===== config.mk =====
export PLATFORM = sky130hd
export DESIGN_NAME = rdr_pause_encoder
export DESIGN_NICKNAME = d
export VERILOG_FILES = /design/src/rtl/pef_pkg.sv /design/src/rtl/pef_shifter.sv /design/src/rtl/pef_ctrl.sv /design/src/rtl/pef_ref_timer.sv /design/src/rtl/rdr_pause_encoder.sv
export SDC_FILE = /design/constraint.sdc
export NUM_CORES = 1
export LEC_CHECK = 0
export ABC_AREA = 0
export CORE_ASPECT_RATIO = 0.9
export CORE_MARGIN = 8
export CORE_UTILIZATION = 45
export DETAILED_ROUTE_END_ITERATION = 7
export PLACE_DENSITY_LB_ADDON = 0.12
export REMOVE_ABC_BUFFERS = 1
export SYNTH_ARGS = -nofsm -noshare
export SYNTH_HDL_FRONTEND = slang
export SYNTH_SLANG_ARGS = --single-unit

===== constraint.sdc =====
create_clock -name clk -period 6.09 [get_ports clk]
set_clock_uncertainty 0.15 [all_clocks]
set_input_delay 1.5225 -clock clk [delete_from_list [all_inputs] [get_ports clk]]
set_output_delay 1.5225 -clock clk [all_outputs]
set_load 0.1 [all_outputs]

===== src/rtl/pef_pkg.sv =====
// Shared types for the pause-width frame encoder.
// Assumes: nothing beyond IEEE 1800-2017.
package pef_pkg;
    typedef enum logic [1:0] {
        ST_IDLE = 2'd0,
        ST_BIT  = 2'd1,
        ST_TAIL = 2'd2
    } tx_state_e;
endpackage


===== src/rtl/pef_shifter.sv =====
// Data shift register and remaining-bit counter.
// Loads the word and the clamped count on load_i, and shifts right on adv_i.
// Assumes: load_i and adv_i are never high together.
module pef_shifter #(
    parameter int MAX_BITS = 16,
    localparam int CNT_W = $clog2(MAX_BITS + 1)
) (
    input  logic                clk,
    input  logic                rst_n,
    input  logic                load_i,
    input  logic                adv_i,
    input  logic [MAX_BITS-1:0] data_i,
    input  logic [CNT_W-1:0]    nbits_i,
    output logic                cur_bit_o,
    output logic                last_o
);
    localparam logic [CNT_W-1:0] MAX_CNT = CNT_W'(MAX_BITS);

    logic [MAX_BITS-1:0] shreg;
    logic [CNT_W-1:0]    left;

    // Load on start, consume one bit per completed bit period.
    always_ff @(posedge clk) begin
        if (!rst_n) begin
            shreg <= '0;
            left  <= '0;
        end else if (load_i) begin
            shreg <= data_i;
            left  <= (nbits_i > MAX_CNT) ? MAX_CNT : nbits_i;
        end else if (adv_i) begin
            shreg <= shreg >> 1;
            left  <= left - 1'b1;
        end
    end

    // The bit now on the line, and whether it is the final one.
    assign cur_bit_o = shreg[0];
    assign last_o    = (left == CNT_W'(1));
endmodule


===== src/rtl/pef_ctrl.sv =====
// Frame sequencer: holds the state and the cycle count within a bit or the
// closing gap, and drives the carrier and handshake outputs.
// Assumes: PAUSE_CYC < ZERO_CYC, PAUSE_CYC < ONE_CYC, PAUSE_CYC >= 1.
module pef_ctrl
    import pef_pkg::*;
#(
    parameter int PAUSE_CYC = 20,
    parameter int ZERO_CYC  = 50,
    parameter int ONE_CYC   = 80,
    localparam int LONGEST  = (ONE_CYC > ZERO_CYC) ? ONE_CYC : ZERO_CYC,
    localparam int CYC_W    = $clog2(LONGEST + 1)
) (
    input  logic clk,
    input  logic rst_n,
    input  logic start_i,
    input  logic count_zero_i,
    input  logic cur_bit_i,
    input  logic last_i,
    output logic load_o,
    output logic adv_o,
    output logic end_o,
    output logic carrier_o,
    output logic busy_o,
    output logic done_o
);
    localparam logic [CYC_W-1:0] PAUSE_LAST = CYC_W'(PAUSE_CYC - 1);
    localparam logic [CYC_W-1:0] PAUSE_LEN  = CYC_W'(PAUSE_CYC);
    localparam logic [CYC_W-1:0] ZERO_LAST  = CYC_W'(ZERO_CYC - 1);
    localparam logic [CYC_W-1:0] ONE_LAST   = CYC_W'(ONE_CYC - 1);

    tx_state_e        state;
    logic [CYC_W-1:0] cyc;
    logic [CYC_W-1:0] bit_last;

    // Last cycle index of the bit now being sent.
    assign bit_last = cur_bit_i ? ONE_LAST : ZERO_LAST;

    // Strobes for the shifter and the reference timer.
    assign load_o = (state == ST_IDLE) && start_i;
    assign adv_o  = (state == ST_BIT) && (cyc == bit_last);
    assign end_o  = (state == ST_TAIL) && (cyc == PAUSE_LAST);

    // Carrier is off during the opening gap of each bit and the closing gap.
    assign carrier_o = (state == ST_IDLE) || ((state == ST_BIT) && (cyc >= PAUSE_LEN));
    assign busy_o    = (state != ST_IDLE);

    // State, cycle counter and done pulse.
    always_ff @(posedge clk) begin
        if (!rst_n) begin
            state  <= ST_IDLE;
            cyc    <= '0;
            done_o <= 1'b0;
        end else begin
            done_o <= 1'b0;
            case (state)
                ST_IDLE: begin
                    cyc <= '0;
                    if (start_i) state <= count_zero_i ? ST_TAIL : ST_BIT;
                end
                ST_BIT: begin
                    if (cyc == bit_last) begin
                        cyc <= '0;
                        if (last_i) state <= ST_TAIL;
                    end else begin
                        cyc <= cyc + 1'b1;
                    end
                end
                ST_TAIL: begin
                    if (cyc == PAUSE_LAST) begin
                        cyc    <= '0;
                        state  <= ST_IDLE;
                        done_o <= 1'b1;
                    end else begin
                        cyc <= cyc + 1'b1;
                    end
                end
                default: state <= ST_IDLE;
            endcase
        end
    end
endmodule


===== src/rtl/pef_ref_timer.sv =====
// Elapsed-time counter referenced to the end of the last frame.
// Cleared at the frame end edge; counts up and holds at all ones.
// Assumes: clear_i is a single-cycle strobe.
module pef_ref_timer #(
    parameter int REF_W = 16
) (
    input  logic             clk,
    input  logic             rst_n,
    input  logic             clear_i,
    output logic [REF_W-1:0] count_o
);
    // Restart on clear, otherwise count up and saturate.
    always_ff @(posedge clk) begin
        if (!rst_n)              count_o <= '1;
        else if (clear_i)        count_o <= '0;
        else if (count_o != '1)  count_o <= count_o + 1'b1;
    end
endmodule


===== src/rtl/rdr_pause_encoder.sv =====
// Top level of the pause-width reader frame encoder.
// Connects the sequencer, the data shifter and the since-end timer.
// Assumes: parameters meet PAUSE_CYC < ZERO_CYC and PAUSE_CYC < ONE_CYC.
module rdr_pause_encoder #(
    parameter int PAUSE_CYC = 20,
    parameter int ZERO_CYC  = 50,
    parameter int ONE_CYC   = 80,
    parameter int MAX_BITS  = 16,
    parameter int REF_W     = 16,
    localparam int CNT_W    = $clog2(MAX_BITS + 1)
) (
    input  logic                clk,
    input  logic                rst_n,
    input  logic                start_i,
    input  logic [MAX_BITS-1:0] data_i,
    input  logic [CNT_W-1:0]    nbits_i,
    output logic                carrier_o,
    output logic                busy_o,
    output logic                done_o,
    output logic [REF_W-1:0]    since_end_o
);
    logic load, adv, frame_end, cur_bit, last_bit, count_zero;

    // A zero count skips straight to the closing gap.
    assign count_zero = (nbits_i == '0);

    pef_ctrl #(
        .PAUSE_CYC(PAUSE_CYC), .ZERO_CYC(ZERO_CYC), .ONE_CYC(ONE_CYC)
    ) u_ctrl (
        .clk(clk), .rst_n(rst_n), .start_i(start_i),
        .count_zero_i(count_zero), .cur_bit_i(cur_bit), .last_i(last_bit),
        .load_o(load), .adv_o(adv), .end_o(frame_end),
        .carrier_o(carrier_o), .busy_o(busy_o), .done_o(done_o)
    );

    pef_shifter #(.MAX_BITS(MAX_BITS)) u_shift (
        .clk(clk), .rst_n(rst_n), .load_i(load), .adv_i(adv),
        .data_i(data_i), .nbits_i(nbits_i),
        .cur_bit_o(cur_bit), .last_o(last_bit)
    );

    pef_ref_timer #(.REF_W(REF_W)) u_ref (
        .clk(clk), .rst_n(rst_n), .clear_i(frame_end), .count_o(since_end_o)
    );
endmodule


# Yosys cells after proc, flatten, opt, wreduce, memory -nomap -nowiden
# Index checks and enable logic that the tools add are counted.
[op_classes]
shifts = 0
n_addsub = 3
div = 0
bitwise = 0
n_reduce_logical = 13
muxes = 18
n_eq_ne = 10
multipliers = 0
magnitude_cmp = 2
[op_table]
columns = ["operator", "count"]
rows = [
  ["$mux 16", 4],
  ["$mux 7", 3],
  ["$pmux 7 s3", 1],
  ["$add 16x1->16 const B", 1],
  ["$ne 16x16->1 const B", 1],
  ["$mux 5", 3],
  ["$mux 2", 5],
  ["$ne 2x2->1 const B", 4],
  ["$add 7x1->7 const B", 1],
  ["$eq 7x5->1 const B", 1],
  ["$eq 7x7->1", 1],
  ["$ge 7x5->1 const B", 1],
  ["$pmux 2 s3", 1],
  ["$reduce_bool 2->1", 3],
  ["$eq 5x1->1 const B", 1],
  ["$gt 5x5->1 const B", 1],
  ["$logic_not 5->1", 1],
  ["$sub 5x1->5 const B", 1],
  ["$logic_and 1x1->1", 4],
  ["$reduce_and 4->1", 1],
  ["$reduce_bool 3->1", 1],
  ["$eq 2x1->1 const B", 1],
  ["$eq 2x2->1 const B", 1],
  ["$logic_not 2->1", 1],
  ["other kinds (3)", 3],
]
[totals]
mem_count = 0
latchBits = 0
ff_bits = 47
ramBits = 0
in_bits = 24
mem_bits_ro = 0
elab_cells = 52
out_inout_bits = 19

# Depth between registers and ports, before layout
[depth]
word_depth = 5
depth_mapped = 8
ltp_nobuf = 7

# Cells and area by module
# Synthesis repeated with hierarchy kept, for this count alone.
[hier_totals]
cells_unflattened = 326
area_unflattened_um2 = 2665.1
[by_module_without_submodules]
columns = ["module", "cells_each", "seq_area_each_um2", "area_per_inst_um2", "n_inst"]
rows = [
  ["pef_shifter", 121, 420.4, 1058.5, 1],
  ["pef_ref_timer", 108, 320.3, 884.6, 1],
  ["pef_ctrl", 95, 200.2, 710.7, 1],
  ["rdr_pause_encoder", 2, 0.0, 11.3, 1],
]

# Worst setup path before layout
# Ideal clock, no wire load.
[synth_path]
path_type = "reg-to-output"
start = "register u_ctrl.state[0]"
end = "output port carrier_o"
path_slack_ns = 2.310
path_buffers = 0
t_arrival_ns = 2.108
t_required_ns = 4.418
path_stages_with_launch = 5
path_cell_list = "dfxtp_1 inv_1 ha_1 inv_1 nand2_1"
[synth_via]
elab_chain_len = 3
elab_cells_between_ends = 4
classes_between = "eq/ne (1); reduce/logical (3)"
[synth_lines]
columns = ["item", "line_no", "text"]
rows = [
  ["start, declared", "pef_ctrl.sv:31", "tx_state_e state;"],
  ["start signal, assigned", "pef_ctrl.sv:58", "if (start_i) state <= count_zero_i ? ST_TAIL : ST_BIT;"],
  ["$eq 2x1->1", "pef_ctrl.sv:44", "assign carrier_o = (state == ST_IDLE) || ((state == ST_BIT) && (cyc >= PAUSE_LEN));"],
  ["$logic_and 1x1->1", "pef_ctrl.sv:44", ""],
  ["$logic_or 1x1->1 (*)", "pef_ctrl.sv:44", ""],
  ["end, declared", "rdr_pause_encoder.sv:17", "output logic carrier_o,"],
]
# Mark *: on every way between the ends. The rest lies on a longest branch, timed or not.

# Final worst setup path
# Same ends and word-level chain as after synthesis.

==> results.json <==
{
  "finalHoldViolations": 0,
  "r2r_cells": 4,
  "critPathCaptureType": "output pin",
  "slew_viol_final": 0,
  "power.density_nw_per_um2": 564,
  "io-pin-count": 43,
  "drv_cap": 0,
  "p_switching_mw": 0.909,
  "arrival_ps": 2340,
  "rows": 26,
  "layout_commonest_cell": "dfxtp_1",
  "area_growth_syn_to_layout_pct": 17.3,
  "cp.required_ps": 4420,
  "timing.slew.headroom_pct": 26.9,
  "hold_ws_ps": 392,
  "cts.sinks": 47,
  "power_frac_clock_pct": 12.0,
  "internal_power_mw": 0.822,
  "startpoint_type": "register",
  "core_um2": 5660,
  "leakage_nw": 1.15,
  "post-route-util_pct": 54.2,
  "drive_gt1_share_pct": 7.38,
  "ys_types": 55,
  "dr_total_vias": 2124,
  "rsz0062_at_grt": "no",
  "mostFrequentLayoutCells": "47 x dfxtp_1, 42 x clkdlybuf4s50_1, 25 x o21ai_0",
  "combPwrFrac_pct": 59.6,
  "grt_pass1_wl_mm": 9.32,
  "grt_usage_pct": 13.4,
  "final_nets": 357,
  "yosys_register_bits": 47,
  "min_period_ps": 4010,
  "grt_pass1_vias": 2009,
  "firstDrtPassIters": 4,
  "switching_share_pct": 52.5,
  "io_buffers": 42,
  "post-route-cell-area_um2": 3070,
  "routabilityCongestion": 0.780,
  "cts_resized": 0,
  "routed_wl_mm": 5.42,
  "crit_fanout": 9,
  "clkLatencyLatePin_ps": 290,
  "antenna_cells": 0,
  "worst-setup-path-type": "reg2out",
  "seq_power_share_pct": 28.4,
  "avgSynthCellArea_um2": 8.89,
  "start_util_pct": 46.2,
  "placed_area_um2": 2970,
  "ant_nets": 0,
  "hold_buffers": 0,
  "dieWidth_um": 96.3,
  "vdd_drop_max_uv": 591,
  "cts_tree": "yes",
  "ys_warn_count": 0,
  "netlist.top_cell.by_area": "dfxtp_1",
  "dr.first_iter.drc_count": 109,
  "clkTransAtPathRegs_ps": 80,
  "max_freq_mhz": 249,
  "yosys.area.top_type_share_pct": 36.0,
  "dpl.hpwl_mm": 3.86,
  "fin_crit_sh_pct": 65.8,
  "grt_antenna_before_repair": 0,
  "drc": 0,
  "synthTopCellsByArea": "dfxtp_1 36%, mux2i_1 7.7%, o21ai_0 4.8%, ha_1 4.3%, a21oi_1 3.4%",
  "setup_violations": 0,
  "synth.cell_area_um2": 2610,
  "whs_path_depth": 2,
  "seq_area_frac_synth_pct": 36.0,
  "worst_slew_pin_slew_ps": 1090,
  "wl_per_cell_um": 13.7,
  "outcome": "finished, final reports clean",
  "via_per_inst": 5.38,
  "cts-htree-levels": 2,
  "hold_class": "reg2reg",
  "dieArea_um2": 8510,
  "cts-root-buf": "clkbuf_8",
  "fillCellCount": 570,
  "grt_max_degree": 48,
  "fin_tns_setup_ps": 0,
  "cts_buffer_depth": 2,
  "numCtsBuffers": 5,
  "die_h_um": 88.3,
  "post_cts_buffers": 0,
  "grt_remaining_overflow": 0,
  "synthesis.instances": 294
}
## layer usage
layer  part of all wire [%]  up-vias  global-route usage (%)  wire length, µm
met5                      0        -                       0                0
met4                   0.85        0                    3.71               46
met3                    5.5        4                    3.31              297
met2                     44       47                    21.6             2360
met1                     50      953                    17.3             2710
li1                       -     1120                       -                -
## Yosys cell counts, drive strengths merged
library cell and number:
a211o 1, a211oi 2, a21o 1, a21oi 19, a22oi 2, a2bb2oi 1, a311oi 1, a31oi 2
a32o 3, and2 2, and3 2, and4 2, and4bb 2, buf 8, bufbuf 1, clkbuf 11
clkinv 1, dfxtp 47, ha 9, inv 11, mux2i 20, nand2 18, nand2b 1, nand3 17
nand4 8, nand4b 2, nor2 19, nor2b 4, nor3 7, nor4 4, o2111ai 2, o211ai 2
o21a 2, o21ai 36, o221ai 1, o2bb2ai 1, o31a 2, o31ai 3, or2 3, or3 1
xnor2 4, xor2 9
## final cells by class
| type | count | area, µm² | share of cell area (%) |
|---|---|---|---|
| Timing Repair Buffer | 43 | 428 | 14.0 |
| Multi-Input combinational cell | 215 | 1470 | 47.8 |
| Clock buffer | 8 | 100 | 3.26 |
| Inverter | 12 | 45.0 | 1.47 |
| Sequential cell | 47 | 941 | 30.7 |
| Tap cell | 70 | 87.6 | 2.86 |
## path summary, 6_finish.rpt
| path | slack (ps) | to | from |
|---|---|---|---|
| worst max register to register | 3810 | u_ref.count_o[6] | u_ctrl.cyc[1] |
| worst min-delay path | 390 | u_ctrl.cyc[0] | u_ctrl.cyc[0] |
| worst min register to register | 390 | u_ctrl.cyc[0] | u_ctrl.cyc[0] |
| worst max-delay path | 2080 | carrier_o | u_ctrl.state[0] |
## cell families (layout without fill, tap and decap cells)
kind of cell             count (synthesis)  count (layout)  share of synthesized area (%)
AND/OR/NAND/NOR                         92              92                           19.9
AO/OA/AOI/OAI                           81              81                           19.5
flip-flops                              47              47                           36.0
buffers and inverters                   32              63                           7.95
multiplexers                            20              20                           7.66
XOR/XNOR                                13              13                           4.64
adder cells (fa/ha/maj)                  9               9                           4.31
## critical path, cell delays in order, from the launching register on
cell             delay (ps)
dfxtp_1                 410
ha_1                    350
nand2_1                  80
nand2_1                  70
clkdlybuf4s50_1        1120
## registers in the layout (all words and copies together) (netlist names)
| name | cells |
|---|---|
| u_ref.count_o | 16 |
| u_ctrl.cyc | 7 |
| u_shift.left | 5 |
| u_ctrl.state | 2 |
| u_shift.shreg | 16 |
| u_ctrl.done_o | 1 |
## per-stage QoR
stage | std cells | setup WS (ps) | power, mW
6_report | 395 | 2080 | 1.73
5_1_grt | 395 | 1980 | 1.86
4_1_cts | 395 | 2080 | 1.75
3_3_place_gp | 387 | 2440 | 1.53
3_5_place_dp | 387 | 2400 | 1.54
2_1_floorplan | 274 | 2310 | 1.31
## power groups by stage
stage	registers (mW)	clock network (mW)	logic (mW)
3_3_place_gp	0.497	0	1.03
6_report	0.491	0.208	1.03
2_1_floorplan	0.776	0	0.532
3_5_place_dp	0.499	0	1.04
5_1_grt	0.509	0.226	1.12
4_1_cts	0.492	0.213	1.04
(Power assumes the default switching activity.)
